==> src/rtl/sccirq_pkg.sv <==
package sccirq_pkg;
  localparam int REG_W  = 8;
  localparam int PEND_W = 6;
  // pending layout
  localparam int P_B_EXT = 0;
  localparam int P_B_TX  = 1;
  localparam int P_B_RX  = 2;
  localparam int P_A_EXT = 3;
  localparam int P_A_TX  = 4;
  localparam int P_A_RX  = 5;
  // write register fields
  localparam int W1_TXIE   = 1;
  localparam int W1_RXM_LO = 3;
  localparam int W1_RXM_HI = 4;
  localparam int W1_DMA    = 6;
  localparam int W9_MIE    = 3;

  typedef struct packed {
    logic       master;
    logic [1:0] tx_en;   // per channel, 0 = A
    logic       rx_en;
    logic       ext_en;
  } irq_en_t;

  function automatic irq_en_t decode_en(input logic [REG_W-1:0] a1,
                                        input logic [REG_W-1:0] b1,
                                        input logic [REG_W-1:0] a9);
    irq_en_t e;
    e.master   = a9[W9_MIE];
    e.tx_en[0] = a1[W1_TXIE];
    e.tx_en[1] = b1[W1_TXIE];
    e.rx_en    = |a1[W1_RXM_HI:W1_RXM_LO];
    e.ext_en   = a1[W1_DMA];
    return e;
  endfunction

  function automatic logic [PEND_W-1:0] set_bits(input irq_en_t e,
                                                 input logic [1:0] rx,
                                                 input logic [1:0] tx);
    logic [PEND_W-1:0] s;
    s = '0;
    if (e.master) begin
      if (e.ext_en) begin
        s[P_A_EXT] = rx[0];
        s[P_B_EXT] = rx[1];
      end else if (e.rx_en) begin
        s[P_A_RX] = rx[0];
        s[P_B_RX] = rx[1];
      end
      s[P_A_TX] = tx[0] & e.tx_en[0];
      s[P_B_TX] = tx[1] & e.tx_en[1];
    end
    return s;
  endfunction

  function automatic logic irq_level(input irq_en_t e, input logic [PEND_W-1:0] p);
    logic tx_hit, rx_hit, ext_hit;
    tx_hit  = (p[P_A_TX] & e.tx_en[0]) | (p[P_B_TX] & e.tx_en[1]);
    rx_hit  = (p[P_A_RX] | p[P_B_RX]) & e.rx_en;
    ext_hit = (p[P_A_EXT] | p[P_B_EXT]) & e.ext_en;
    return e.master & (tx_hit | rx_hit | ext_hit);
  endfunction
endpackage

==> src/rtl/sccirq_src.sv <==
module sccirq_src
  import sccirq_pkg::*;
(
  input  logic [REG_W-1:0]  a1_i,
  input  logic [REG_W-1:0]  b1_i,
  input  logic [REG_W-1:0]  a9_i,
  input  logic [1:0]        rx_avail_i,
  input  logic [1:0]        tx_wr_i,
  input  logic              stat_rd_i,
  input  logic [1:0]        data_rd_i,
  output irq_en_t           en_o,
  output logic [PEND_W-1:0] set_o,
  output logic              clr_o
);
  irq_en_t en_w;

  always_comb begin
    en_w  = decode_en(a1_i, b1_i, a9_i);
    set_o = set_bits(en_w, rx_avail_i, tx_wr_i);
    clr_o = stat_rd_i | (|data_rd_i);
  end

  assign en_o = en_w;
endmodule

==> src/rtl/sccirq_pend.sv <==
module sccirq_pend
  import sccirq_pkg::*;
(
  input  logic              clk,
  input  logic              rst_n,
  input  logic [PEND_W-1:0] set_i,
  input  logic              clr_i,
  output logic [PEND_W-1:0] pend_d_o,
  output logic [PEND_W-1:0] pend_q_o
);
  logic [PEND_W-1:0] pend_q;
  logic [PEND_W-1:0] pend_d;

  always_comb begin
    if (clr_i) pend_d = set_i;            // new events survive a clear
    else       pend_d = pend_q | set_i;
  end

  always_ff @(posedge clk or negedge rst_n) begin
    if (!rst_n) pend_q <= '0;
    else        pend_q <= pend_d;
  end

  assign pend_d_o = pend_d;
  assign pend_q_o = pend_q;

  AST_CLEAR_KEEPS_NEW: assert property (@(posedge clk) disable iff (!rst_n)
    clr_i |=> pend_q == $past(set_i));
  AST_BITS_STICKY: assert property (@(posedge clk) disable iff (!rst_n)
    !clr_i |=> (pend_q & $past(pend_q)) == $past(pend_q));
endmodule

==> src/rtl/sccirq_line.sv <==
module sccirq_line
  import sccirq_pkg::*;
(
  input  logic              clk,
  input  logic              rst_n,
  input  irq_en_t           en_i,
  input  logic [PEND_W-1:0] pend_d_i,
  output logic              irq_o
);
  logic irq_q;
  logic irq_next;

  assign irq_next = irq_level(en_i, pend_d_i);

  always_ff @(posedge clk or negedge rst_n) begin
    if (!rst_n) irq_q <= 1'b0;
    else        irq_q <= irq_next;
  end

  assign irq_o = irq_q;

  AST_QUIET_WHEN_MASTER_OFF: assert property (@(posedge clk) disable iff (!rst_n)
    !en_i.master |=> !irq_q);
endmodule

==> src/rtl/sccirq_top.sv <==
module sccirq_top
  import sccirq_pkg::*;
(
  input  logic       clk,
  input  logic       rst_n,
  input  logic [7:0] cha_wr1_i,
  input  logic [7:0] chb_wr1_i,
  input  logic [7:0] cha_wr9_i,
  input  logic [1:0] rx_avail_i,
  input  logic [1:0] tx_wr_i,
  input  logic       stat_rd_i,
  input  logic [1:0] data_rd_i,
  output logic [5:0] pend_o,
  output logic       irq_o
);
  irq_en_t           en_w;
  logic [PEND_W-1:0] set_w;
  logic              clr_w;
  logic [PEND_W-1:0] pend_d_w;
  logic [PEND_W-1:0] pend_q_w;

  sccirq_src u_src (
    .a1_i       (cha_wr1_i),
    .b1_i       (chb_wr1_i),
    .a9_i       (cha_wr9_i),
    .rx_avail_i (rx_avail_i),
    .tx_wr_i    (tx_wr_i),
    .stat_rd_i  (stat_rd_i),
    .data_rd_i  (data_rd_i),
    .en_o       (en_w),
    .set_o      (set_w),
    .clr_o      (clr_w)
  );

  sccirq_pend u_pend (
    .clk      (clk),
    .rst_n    (rst_n),
    .set_i    (set_w),
    .clr_i    (clr_w),
    .pend_d_o (pend_d_w),
    .pend_q_o (pend_q_w)
  );

  sccirq_line u_line (
    .clk      (clk),
    .rst_n    (rst_n),
    .en_i     (en_w),
    .pend_d_i (pend_d_w),
    .irq_o    (irq_o)
  );

  assign pend_o = pend_q_w;

  AST_TX_A_SETS: assert property (@(posedge clk) disable iff (!rst_n)
    (tx_wr_i[0] && cha_wr9_i[W9_MIE] && cha_wr1_i[W1_TXIE]) |=> pend_o[P_A_TX]);
  AST_IRQ_NEEDS_PEND: assert property (@(posedge clk) disable iff (!rst_n)
    irq_o |-> (pend_o != '0));
  AST_DATA_READ_CLEARS: assert property (@(posedge clk) disable iff (!rst_n)
    ((|data_rd_i) && !cha_wr9_i[W9_MIE]) |=> (pend_o == '0));
  AST_RESET_IDLE: assert property (@(posedge clk)
    !rst_n |-> (pend_o == '0 && !irq_o));
endmodule

==> config.mk <==
export PLATFORM = sky130hd
export DESIGN_NAME = sccirq_top
export DESIGN_NICKNAME = d
export VERILOG_FILES = /design/src/rtl/sccirq_pkg.sv /design/src/rtl/sccirq_src.sv /design/src/rtl/sccirq_pend.sv /design/src/rtl/sccirq_line.sv /design/src/rtl/sccirq_top.sv
export SDC_FILE = /design/constraint.sdc
export NUM_CORES = 1
export LEC_CHECK = 0
export BUFFER_PORTS_ARGS = -buffer_cell sky130_fd_sc_hd__clkbuf_2
export CORE_AREA = 2 2 39 41
export DETAILED_ROUTE_END_ITERATION = 7
export DIE_AREA = 0 0 41 43
export PLACE_DENSITY_LB_ADDON = 0.15
export SKIP_LAST_GASP = 1
export SLEW_MARGIN = 20
export SYNTH_ARGS = -nofsm -noshare
export SYNTH_HDL_FRONTEND = slang
export SYNTH_HIERARCHICAL = 1
export SYNTH_SLANG_ARGS = --single-unit
==> constraint.sdc <==
create_clock -name clk -period 1.3 [get_ports clk]
set_input_delay 0.13 -clock clk [delete_from_list [all_inputs] [get_ports clk]]
set_output_delay 0.13 -clock clk [all_outputs]
set_load 0.01 [all_outputs]
==> results.sh <==
export IMPL_status="complete, no violations"
export IMPL_drt_total_wl_um=733
export IMPL_slew_viol_final=0
export IMPL_worst_slew_pin_slew_ns=0.2653
export IMPL_p_comb_share_pct=15.5
export IMPL_drc=0
export IMPL_max_cap_violations=0
export IMPL_start_util_pct=25.77
export IMPL_fp_row_count=14
export IMPL_post_place_ws_ns=0.1010
export IMPL_die_h_um=43
export IMPL_fin_ws_ns=0.3363
export IMPL_cp_data_required_time_ns=1.43
export IMPL_rsz0062_at_grt="false"
export IMPL_clock_fmax_mhz=1038
export IMPL_cts_setup_buffers=0
export IMPL_p_sw_w=0.0001180
export IMPL_syn_cell_area_um2=356.6
export IMPL_internal_power_w=0.0003877
export IMPL_dp_hpwl_um=590.1
export IMPL_grt_max_degree=8
export IMPL_antenna_found_initial=0
export IMPL_fin_area_um2=488.0
export IMPL_wire_per_inst_um=10.47
export IMPL_cts_resized=0
export IMPL_timing_hold_ws_ns=0.1438
export IMPL_viasPerCell=4.486
export IMPL_fin_crit_sh_pct=74.13
export IMPL_place_gp_congestion=0.6886
export IMPL_synth_top_cell_area_share_pct=49.12
export IMPL_clkLatencyLatePin_ns=0.25
export IMPL_io_buffers=21
export IMPL_dpl_cell_area_um2=451.7
export IMPL_clk_pin_slew_ns=0.05
export IMPL_ant_nets=0
export IMPL_layout_commonest_cell="clkbuf_2"
export IMPL_drive_gt1_share_pct=57.41
export IMPL_syn_to_final_growth_pct=36.84
export IMPL_cts_tree="yes"
export IMPL_holdBufCountCts=1
export IMPL_drt_iter0_drc=0
export IMPL_p_sw_share_pct=23.33
export IMPL_grt_pass1_vias=252
export IMPL_antenna_cells=0
export IMPL_clock_tree_root_cell="clkbuf_4"
export IMPL_fillCellCount=163
export IMPL_period_needed_ns=0.9637
export IMPL_die_area_mm2=0.001763
export IMPL_power_frac_seq_pct=46.3
export IMPL_slew_headroom_pct=82.25
export IMPL_vias=314
export IMPL_grt_total_usage_pct=10.01
export IMPL_p_leak_nw=0.3138
export IMPL_ios=40
export IMPL_yosys_warnings=6
export IMPL_synth_seq_cells=7
export IMPL_crit_arrival_ns=1.09
export IMPL_clock_path_buffers=2
export IMPL_powerDensity_mw_per_mm2=1036
export IMPL_drt_first_pass_iters=1
export IMPL_layout_common_cells="clkbuf_2 (21), dfrtp_1 (7), a21o_1 (6), and3_2 (4), clkbuf_4 (3)"
export IMPL_layout_nets=88
export IMPL_clkPwrFrac_pct=38.1
export IMPL_setup_worst_path_end_class="flip-flop"
export IMPL_cts_sinks=7
export IMPL_skew_ns=0.004342
export IMPL_grt_ovfl_total=0
export IMPL_numCtsBuffers=3
export IMPL_synth_cells=32
export IMPL_die_w_um=41
export IMPL_dp_cells=65
export IMPL_path_class="reg -> reg"
export IMPL_yosysTopAreaCell="dfrtp_1"
export IMPL_fin_cells=70
export IMPL_yosysUniqueCellTypes=14
export IMPL_finalHoldViolations=0
export IMPL_synth_seq_area_share_pct=49.12
export IMPL_h_tree_depth=1
export IMPL_synth_nets=65
export IMPL_synth_area_per_cell_um2=11.14
export IMPL_setup_violations_final=0
export IMPL_ys_top_cells_by_area="dfrtp_1 (49%), a21o_1 (13%), and3_2 (8.4%)"
export IMPL_final_setup_tns_ns=0
export IMPL_crit_fanout=2
export IMPL_vdd_drop_max_mv=0.5938
export IMPL_grt_pass1_wl_um=1041
export IMPL_core_mm2=0.001384
export IMPL_hp_class="in -> reg"
export IMPL_critPathLaunchType="flip-flop"
per-layer routing:
layer / global-route usage [%] / vias up / part of all wire [%]
met5: 0 / - / 0
li1: - / 157 / -
met2: 14.37 / 13 / 48
met4: 6.000 / 0 / 1.4
met1: 8.553 / 142 / 40
met3: 9.424 / 2 / 10
worst paths after layout:
path	start	to	slack, ns	cells past startpoint
max	u_pend/pend_q_o[2]	u_line/irq_o	0.34	3
min	cha_wr9_i[3]	u_line/irq_o	0.14	3
max reg2reg	u_pend/pend_q_o[2]	u_line/irq_o	0.34	3
min reg2reg	u_pend/pend_q_o[3]	u_pend/pend_q_o[3]	0.50	1
max in group asynchronous	rst_n	u_pend/pend_q_o[2]	0.89	2
min in group asynchronous	rst_n	u_pend/pend_q_o[0]	0.25	2
stage by stage:
| stage | power, W | utilization [%] |
|---|---|---|
| detailed placement | 0.0003153 | 32.64 |
| finish | 0.0005056 | 35.26 |
| global route | 0.0005403 | 35.26 |
| CTS | 0.0005158 | 35.26 |
| global placement | 0.0003153 | 32.64 |
| floorplan | 0.0002802 | - |
registers in the layout (all words and copies together), names as in the netlist:
signal / cells
u_pend/pend_q_o: 6
u_line/irq_o: 1
cell type report:
cell class | count | area, um^2 | share of cell area, %
repair buffers | 22 | 115.1 | 23.59
flip-flops and latches | 7 | 175.2 | 35.90
inverters | 3 | 11.26 | 2.308
well taps | 16 | 20.02 | 4.103
clock buffers | 4 | 26.28 | 5.385
multi-input cells | 18 | 140.1 | 28.72
synth_stat cells:
cell type  n
or3_1      1
o21ai_1    1
a31oi_1    1
a22oi_2    1
nor4bb_1   1
and3_2     4
o21ai_0    1
inv_2      1
nor2_1     1
a21o_1     6
buf_4      4
dfrtp_1    7
nor4bb_2   1
inv_1      2
logic make-up after synthesis:
kind of cell | count (synthesis) | share of synthesized area, %
DFF | 7 | 49.12
and+or+nand+nor | 8 | 18.60
buffers and inverters | 7 | 11.58
AOI/OAI and AO/OA | 10 | 20.70
power groups by stage:
stage | combinational (W) | sequential (W) | clock, W
detailed placement | 0.0000773 | 0.000238 | 0
global route | 0.0000877 | 0.000235 | 0.000217
global placement | 0.0000772 | 0.000238 | 0
floorplan | 0.0000365 | 0.000244 | 0
finish | 0.0000786 | 0.000234 | 0.000193
CTS | 0.0000802 | 0.000234 | 0.000201
worst max-delay path, cell delays in order, from the launching register on:
cell and delay [ns]:
dfrtp_1 0.37, a21o_1 0.19, o21ai_0 0.19, a31oi_1 0.10
No activity file was read; power rests on OpenSTA's default activity.
